--- src/rtl/fpsm_pkg.sv ---
package fpsm_pkg;

  localparam int NUM_FLAGS = 5;

  // Index of each flag inside the trap enable vector.
  localparam int IDX_INX = 0;
  localparam int IDX_INV = 1;
  localparam int IDX_DVZ = 2;
  localparam int IDX_UND = 3;
  localparam int IDX_OVF = 4;

  // Strobes from control to datapath.
  typedef struct packed {
    logic commit;
    logic trapFire;
  } fpsmStrobe_t;

endpackage

--- src/rtl/fpsm_ctrl.sv ---
module fpsm_ctrl
  import fpsm_pkg::*;
(
  input  logic        clk,
  input  logic        rstN,
  input  logic        updStrobe,
  input  logic        swTrapEn,
  input  logic        excHit,
  output fpsmStrobe_t strobe,
  output logic        trapReq
);

  always_comb begin
    strobe.commit   = updStrobe;
    strobe.trapFire = updStrobe & swTrapEn & excHit;
  end

  always_ff @(posedge clk) begin
    if (!rstN) trapReq <= 1'b0;
    else       trapReq <= strobe.trapFire;
  end

  AST_TRAP_NEEDS_UPDATE: assert property (@(posedge clk) disable iff (!rstN)
    trapReq |-> $past(updStrobe));
  AST_TRAP_GLOBAL_EN: assert property (@(posedge clk) disable iff (!rstN)
    trapReq |-> $past(swTrapEn));
  AST_IDLE_NO_TRAP: assert property (@(posedge clk) disable iff (!rstN)
    !updStrobe |=> !trapReq);

endmodule

--- src/rtl/fpsm_datapath.sv ---
module fpsm_datapath
  import fpsm_pkg::*;
#(
  parameter int STATUS_W = 16,
  parameter int POS_INX  = 3,
  parameter int POS_INV  = 7,
  parameter int POS_DVZ  = 5,
  parameter int POS_UND  = 4,
  parameter int POS_OVF  = 6
) (
  input  logic                 clk,
  input  logic                 rstN,
  input  fpsmStrobe_t          strobe,
  input  logic [STATUS_W-1:0]  statusIn,
  input  logic [STATUS_W-1:0]  curExc,
  input  logic [NUM_FLAGS-1:0] trapMask,
  output logic                 excHit,
  output logic [STATUS_W-1:0]  statusOut,
  output logic [STATUS_W-1:0]  snapOut
);

  localparam int FLAG_POS [NUM_FLAGS] = '{POS_INX, POS_INV, POS_DVZ, POS_UND, POS_OVF};

  logic [STATUS_W-1:0]  flagMask;
  logic [STATUS_W-1:0]  clrMask;
  logic [NUM_FLAGS-1:0] curFlags;
  logic [STATUS_W-1:0]  merged;
  logic [STATUS_W-1:0]  statusReg;
  logic [STATUS_W-1:0]  snapReg;

  // Gather the current operation's exceptions into trap-enable order.
  for (genvar k = 0; k < NUM_FLAGS; k++) begin : g_flag
    assign curFlags[k] = curExc[FLAG_POS[k]];
  end

  always_comb begin
    flagMask = '0;
    for (int k = 0; k < NUM_FLAGS; k++) flagMask[FLAG_POS[k]] = 1'b1;
    clrMask = '0;
    clrMask[POS_INV] = 1'b1;
    clrMask[POS_UND] = 1'b1;
  end

  // Drop spurious invalid/underflow, then merge in real exceptions.
  assign merged = (statusIn & (~clrMask | snapReg)) | (curExc & flagMask);
  assign excHit = |(curFlags & trapMask);

  always_ff @(posedge clk) begin
    if (!rstN) begin
      statusReg <= '0;
      snapReg   <= '0;
    end else if (strobe.commit) begin
      statusReg <= merged;
      snapReg   <= merged;
    end
  end

  assign statusOut = statusReg;
  assign snapOut   = snapReg;

  AST_HOLD_IDLE: assert property (@(posedge clk) disable iff (!rstN)
    !strobe.commit |=> $stable(statusOut) && $stable(snapOut));
  AST_SNAP_FOLLOWS: assert property (@(posedge clk) disable iff (!rstN)
    strobe.commit |=> snapOut == statusOut);
  AST_PASS_KEEP: assert property (@(posedge clk) disable iff (!rstN)
    strobe.commit |=> ((statusOut ^ $past(statusIn)) & ~clrMask & ~flagMask) == '0);
  AST_EXC_SETS: assert property (@(posedge clk) disable iff (!rstN)
    strobe.commit |=> (statusOut & $past(curExc & flagMask)) == $past(curExc & flagMask));
  AST_SPURIOUS_CLEAR: assert property (@(posedge clk) disable iff (!rstN)
    strobe.commit |=> (statusOut & clrMask & ~$past(snapReg) & ~$past(curExc)) == '0);

endmodule

--- src/rtl/fp_sticky_merge.sv ---
module fp_sticky_merge
  import fpsm_pkg::*;
#(
  parameter int STATUS_W = 16,
  parameter int POS_INX  = 3,
  parameter int POS_INV  = 7,
  parameter int POS_DVZ  = 5,
  parameter int POS_UND  = 4,
  parameter int POS_OVF  = 6
) (
  input  logic                 clk,
  input  logic                 rstN,
  input  logic                 updStrobe,
  input  logic [STATUS_W-1:0]  statusIn,
  input  logic [STATUS_W-1:0]  curExc,
  input  logic [NUM_FLAGS-1:0] trapMask,
  input  logic                 swTrapEn,
  output logic [STATUS_W-1:0]  statusOut,
  output logic [STATUS_W-1:0]  snapOut,
  output logic                 trapReq
);

  fpsmStrobe_t strobe;
  logic        excHit;

  fpsm_ctrl u_ctrl (
    .clk       (clk),
    .rstN      (rstN),
    .updStrobe (updStrobe),
    .swTrapEn  (swTrapEn),
    .excHit    (excHit),
    .strobe    (strobe),
    .trapReq   (trapReq)
  );

  fpsm_datapath #(
    .STATUS_W (STATUS_W),
    .POS_INX  (POS_INX),
    .POS_INV  (POS_INV),
    .POS_DVZ  (POS_DVZ),
    .POS_UND  (POS_UND),
    .POS_OVF  (POS_OVF)
  ) u_dp (
    .clk       (clk),
    .rstN      (rstN),
    .strobe    (strobe),
    .statusIn  (statusIn),
    .curExc    (curExc),
    .trapMask  (trapMask),
    .excHit    (excHit),
    .statusOut (statusOut),
    .snapOut   (snapOut)
  );

endmodule

--- config.mk ---
export PLATFORM = sky130hd
export DESIGN_NAME = fp_sticky_merge
export DESIGN_NICKNAME = d
export VERILOG_FILES = /design/src/rtl/fpsm_pkg.sv /design/src/rtl/fpsm_ctrl.sv /design/src/rtl/fpsm_datapath.sv /design/src/rtl/fp_sticky_merge.sv
export SDC_FILE = /design/constraint.sdc
export NUM_CORES = 1
export LEC_CHECK = 0
export BUFFER_PORTS_ARGS = -buffer_cell sky130_fd_sc_hd__buf_2
export CAP_MARGIN = 20
export CORE_MARGIN = 1
export CORE_UTILIZATION = 28
export CTS_CLUSTER_DIAMETER = 120
export DETAILED_ROUTE_END_ITERATION = 10
export HOLD_SLACK_MARGIN = 0.1
export PLACE_DENSITY_LB_ADDON = 0.15
export SYNTH_ARGS = -nofsm -noshare
export SYNTH_HDL_FRONTEND = slang
export SYNTH_SLANG_ARGS = --single-unit
--- constraint.sdc ---
create_clock -name clk -period 0.8 [get_ports clk]
set_clock_uncertainty 0.1 [all_clocks]
set_input_delay 0.04 -clock clk [delete_from_list [all_inputs] [get_ports clk]]
set_output_delay 0.04 -clock clk [all_outputs]
set_load 0.02 [all_outputs]
==> flow_metrics.tcl, run 1 <==
set metrics [dict create \
    status "finished, violations left" \
    violations "negative hold slack, negative setup slack" \
    insertedDiodeCount 0 \
    clkTransAtPathRegs_ns 0.10 \
    route.detailed.wl_per_inst_um 11.1 \
    type_of_the_worst_min_delay_path "in -> reg" \
    num_rows 18 \
    p_switching_mw 0.573 \
    io_pins 74 \
    placeableCoreArea_sq_um 2540 \
    tritoncts "done" \
    synth_area_sq_um 768 \
    internal_power_mw 1.45 \
    fp.dieArea_sq_um 2960 \
    route.layer.met1.wl_um 769 \
    initialDrtViolationCount 6 \
    power.density_nw_per_um2 1450 \
    clockPowerShare 0.223 \
    swShare 0.283 \
    nets 180 \
    synth.net_count 119 \
    hold_violations 6 \
    synth_top_area_share 0.443 \
    initial_antenna_violation_count 0 \
    detail_route.wirelength_um 1870 \
    port_buffers 62 \
    grt_overflow 0 \
    final.fill_count 248 \
    clock-sinks 17 \
    post_synth_num_cell_types 15 \
    die-width_um 54.4 \
    final-setup-viol-count 33 \
    antenna_left 0 \
    cts-htree-levels 1 \
    cpLargestDelayFamily "flip-flops" \
    detailroute.via_count 736 \
    number_of_warnings_reported_in_the_yosys_synthesis_log 0 \
    max_slew.worst_pin.slew_ns 0.322 \
    rrSetupSlack_ns 0.06 \
    ys_seq_elements 17 \
    leakage_nw 0.696 \
    critical_path_peak_fanout 3 \
    finalHoldWorstSlack_ns -0.0831 \
    cp.buffers_inverters 1 \
    placedInstanceArea_sq_um 1010 \
    worst_skew_pair.late_latency_ns 0.28 \
    post_route_cells_drive_above_1_share 0.587 \
    grt_setup_unrepaired "yes" \
    clock_root_buffer "clkbuf_4" \
    comb_power_share 0.299 \
    max_cap_viol_count 0 \
    final_critical_path_setup_slack_ns -0.124 \
    timing.final.crit_share 1.15 \
    cp_cell_sequence "buf_6" \
    maxClockFrequency_mhz 1080 \
    firstDrtPassIters 4 \
    avgViaCountPerCell 4.38 \
    drc 0 \
    critical-path-slowest-cell "dfxtp_2" \
    dr.max_layer_used "met4" \
    floorplan.initialDensity 0.302 \
    grt_usage 0.142 \
    worstPathRequired_ns 0.66 \
    tritoncts.num_buffers 3 \
    syn2layout_area_growth_pct 81.4 \
    clk_path_buf_depth 2 \
    vias_in_the_first_global_route 754 \
    cts-hold-fix-buffers 17 \
    synth-seq-area-share 0.443 \
    postCtsSetupBuffers 0 \
    gp_congestion 0.719 \
    synth_largest_area_cell "dfxtp_1" \
    die_extent_in_y_um 54.4 \
    synth.avg_cell_area_sq_um 9.85 \
    report.final.slew_viol_count 0 \
    grt_pass1_wl_um 2950 \
    worst-endpoint-arrival_ns 0.78 \
    postLayoutCellArea_sq_um 1390 \
    sequentialPowerShare 0.477 \
    start_kind "flop" \
    synthesis.instances 78 \
    worst_setup_ep_type "output port" \
    slew_headroom 0.785 \
    worst_path_largest_cell_delay_ns 0.38 \
    grt_start_max_net_pins 18 \
    fin_crit_ns 0.924 \
    vdd.ir_drop.worst_uv 829 \
    timing_worst_setup_path_type "reg -> out" \
    total_length_of_routed_met2_wires_um 930 \
    synth.area.top_cells "dfxtp_1, buf_4, mux2i_1" \
    total_length_of_routed_met3_wires_um 148 \
]
state kept, by name (all words and copies together), names as in the netlist:
name / cells
u_ctrl.trapReq: 1
u_dp.statusOut: 16
metal layers:
layer | vias up | track usage
li1 | 364 | -
met1 | 324 | 0.150
met2 | 46 | 0.264
met3 | 2 | 0.0250
met4 | 0 | 0.0769
met5 | - | 0
cells in the mapped netlist (all sizes together):
cell type  count
buf           19
dfxtp         17
mux2i         11
nor2b         11
o21ai          5
a21oi          4
nor2           3
a21boi         2
nand2          2
a222oi         1
a22oi          1
inv            1
nand3          1
logic make-up after synthesis:
logic type,count (synthesis),share of synthesized area
buffers and inverters,20,0.192
DFF,17,0.443
and+or+nand+nor,17,0.121
AOI/OAI and AO/OA,13,0.101
muxes,11,0.143
final cells by class:
cell class                 instances  area [sq um]  area share
clock buffer                       4          26.3      0.0189
inverter                           1          3.75     0.00269
tap                               30          37.5      0.0269
sequential                        17           362       0.259
timing repair buffer              75           679       0.487
multi-input combinational         41           285       0.205
cells in the final DEF, fill, tap and decap left out:
cell	count
a22oi_2	1
buf_12	1
o21ai_1	3
buf_4	4
nor2b_1	11
dlygate4sd3_1	11
nand2_1	2
mux2i_1	11
clkbuf_1	1
clkbuf_4	3
buf_2	24
inv_1	1
dlymetal6s4s_1	4
a21oi_1	4
a222oi_1	1
o21ai_0	2
dfxtp_2	17
nor2_1	3
buf_6	31
a21boi_1	2
nand3_1	1
what timing repair did:
item | CTS | global route
hold endpoints to repair | 17 | 17
endpoints found under the setup margin | 33 | 47
resized for setup | 75 | 12
pin swaps | 0 | 2
metrics by stage:
step | cells | util | total power [mW] | TNS [ns] | setup WS, ns
after CTS | 175 | 0.554 | 2.06 | -4.13 | -0.137
after detailed placement | 154 | 0.397 | 1.39 | -0.0449 | -0.0165
final | 168 | 0.548 | 2.02 | -3.50 | -0.124
after global routing | 168 | 0.548 | 2.14 | -4.74 | -0.156
after global placement | 154 | 0.397 | 1.39 | 0 | 0.00384
after floorplan | 78 | - | 1.26 | 0 | 0.00594
path summary, 6_finish.rpt:
kind,depth (start not counted),start,end
hold reg to reg,2,u_dp.statusOut[7],u_dp.statusOut[7]
setup / recovery,1,u_dp.statusOut[5],snapOut[5]
setup reg to reg,2,u_dp.statusOut[12],u_dp.statusOut[12]
hold / removal,3,curExc[4],u_dp.statusOut[4]
power by group through the flow:
stage / sequential (mW) / clock, mW / combinational [mW]
3_5_place_dp: 0.952 / 0 / 0.441
3_3_place_gp: 0.947 / 0 / 0.439
4_1_cts: 0.963 / 0.487 / 0.608
5_1_grt: 0.973 / 0.510 / 0.653
6_report: 0.966 / 0.452 / 0.606
2_1_floorplan: 1.02 / 0 / 0.244
Note: power is estimated with default switching activity, not from simulation.
==> run 2, diff against run 1 <==
- HOLD_SLACK_MARGIN: 0.1 -> default
==> run 2 against run 1 <==
The run still ends with negative hold slack, negative setup slack left. Worst hold slack hardly changed. Sequential share of layout area is 0.18 points lower. Power is 0.15% higher. First-iteration DRC count is 67% lower. Die area stayed put. Critical endpoint unchanged. Largest cell class unchanged.
==> flow_metrics.tcl, run 2 (synthesis gave the netlist of run 1 again) <==
set metrics [dict create \
    status "finished, violations left" \
    violations "negative hold slack, negative setup slack" \
    grt_overflow 0 \
    port_buffers 62 \
    timing.hold.worst_endpoint "u_dp.statusOut[4]" \
    clock_root_buffer "clkbuf_4" \
    detail_route.wirelength_um 1880 \
    r2r-start "u_dp.statusOut[12]" \
    final.fill_count 246 \
    start_kind "flop" \
    max_cap_viol_count 0 \
    worst-endpoint-arrival_ns 0.78 \
    tritoncts.num_buffers 3 \
    clk_path_buf_depth 2 \
    timing.final.crit_share 1.15 \
    worst_setup_ep_type "output port" \
    grt_usage 0.142 \
    final_cells 169 \
    max_slew.worst_pin.slew_ns 0.331 \
    fp.dieArea_sq_um 2960 \
    gp_congestion 0.719 \
    cpLargestDelayFamily "flip-flops" \
    holdCritStartpoint "curExc[4]" \
    rrSetupSlack_ns 0.06 \
    fin_crit_ns 0.916 \
    initialDrtViolationCount 2 \
    critical_path_peak_fanout 3 \
    hold_violations 5 \
    vias_in_the_first_global_route 754 \
    insertedDiodeCount 0 \
    postLayoutCellArea_sq_um 1400 \
    cts-htree-levels 1 \
    rr_endpoint "u_dp.statusOut[12]" \
    report.power.total_mw 2.03 \
    grt_setup_unrepaired "yes" \
    final_critical_path_setup_slack_ns -0.116 \
    commonest_cells_after_routing_fill_and_taps_aside "buf_6, buf_2, dfxtp_2" \
    comb_power_share 0.301 \
    final-setup-viol-count 33 \
    initial_antenna_violation_count 0 \
    layout_commonest_cell "buf_6" \
    flip_flop_count_of_the_largest_register_after_layout 16 \
    clkTransAtPathRegs_ns 0.10 \
    placeableCoreArea_sq_um 2540 \
    internal_power_mw 1.45 \
    worst_skew_pair.late_latency_ns 0.28 \
    multi_input_area_sq_um 285 \
    clock-sinks 17 \
    layout.core_utilization 0.552 \
    die_extent_in_y_um 54.4 \
    power.density_nw_per_um2 1440 \
    avgViaCountPerCell 4.34 \
    cp.buffers_inverters 1 \
    critical-path-slowest-cell "dfxtp_2" \
    worstRegToRegCells 2 \
    type_of_the_worst_min_delay_path "in -> reg" \
    clockPowerShare 0.223 \
    swShare 0.283 \
    maxClockFrequency_mhz 1090 \
    grt_pass1_wl_um 2950 \
    syn2layout_area_growth_pct 82.7 \
    nets 181 \
    cp_cell_sequence "buf_6" \
    timing.critical_path.depth 1 \
    finalHoldWorstSlack_ns -0.0831 \
    antenna_left 0 \
    route.detailed.wl_per_inst_um 11.1 \
    drc 0 \
    p_switching_mw 0.573 \
    slew_headroom 0.780 \
    num_rows 18 \
    vdd.ir_drop.worst_uv 830 \
    sequentialPowerShare 0.476 \
    die-width_um 54.4 \
    firstDrtPassIters 4 \
    worstPathRequired_ns 0.66 \
    io_pins 74 \
    floorplan.initialDensity 0.302 \
    leakage_nw 0.701 \
    tritoncts "done" \
    timing_worst_setup_path_type "reg -> out" \
    post_route_cells_drive_above_1_share 0.583 \
    worst_path_largest_cell_delay_ns 0.37 \
    report.final.slew_viol_count 0 \
    register_area_sq_um 362 \
    placedInstanceArea_sq_um 1010 \
    min_path_cells 3 \
    placed_cells_incl_taps 154 \
    detailroute.via_count 734 \
    grt_start_max_net_pins 18 \
]
-- run 2: cell types whose count changed in the layout (fill, tap and decap cells not counted) --
| cell | change |
|---|---|
| dlygate4sd3_1 | +1 |
-- run 2: what timing repair did --
action,CTS,global route
hold endpoints to repair,17,6
cloned,0,0
gates resized for setup,75,12
setup buffers,0,0
pin swaps,0,2
hold buffers,17,1
setup endpoints to repair,33,47
-- run 2: layout make-up --
type	count	area share
clock buffer	4	0.0187
inverter	1	0.00267
multi-input combinational	41	0.203
sequential	17	0.258
tap	30	0.0267
timing repair buffer	76	0.491
-- run 2: routing by layer --
| metal | track usage | share of wire | up-vias |
|---|---|---|---|
| li1 | - | - | 366 |
| met2 | 0.264 | 0.51 | 46 |
| met4 | 0.0769 | 0.0091 | 0 |
| met3 | 0.0250 | 0.079 | 2 |
| met1 | 0.150 | 0.40 | 320 |
| met5 | 0 | 0 | - |
-- run 2: power groups by stage --
| stage | combinational, mW | sequential (mW) | clock [mW] |
|---|---|---|---|
| final | 0.610 | 0.965 | 0.452 |
| after global routing | 0.657 | 0.974 | 0.510 |
| after CTS | 0.608 | 0.963 | 0.487 |
| after detailed placement | 0.441 | 0.952 | 0 |
| after global placement | 0.439 | 0.947 | 0 |
| after floorplan | 0.244 | 1.02 | 0 |
-- run 2: worst max-delay path by stage --
stage	to	start	slack (ns)
floorplan	u_dp.statusOut[3]	u_dp.statusOut[3]	0.006
global placement	u_dp.statusOut[0]	updStrobe	0.004
detailed placement	u_dp.statusOut[12]	updStrobe	-0.02
CTS	snapOut[5]	u_dp.statusOut[5]	-0.14
global route	snapOut[5]	u_dp.statusOut[5]	-0.16
finish	snapOut[5]	u_dp.statusOut[5]	-0.12
-- run 2: stage by stage --
step	setup WS [ns]	setup TNS, ns
2_1_floorplan	0.00594	0
3_3_place_gp	0.00384	0
3_5_place_dp	-0.0165	-0.0449
4_1_cts	-0.137	-4.13
5_1_grt	-0.159	-4.75
6_report	-0.116	-3.49
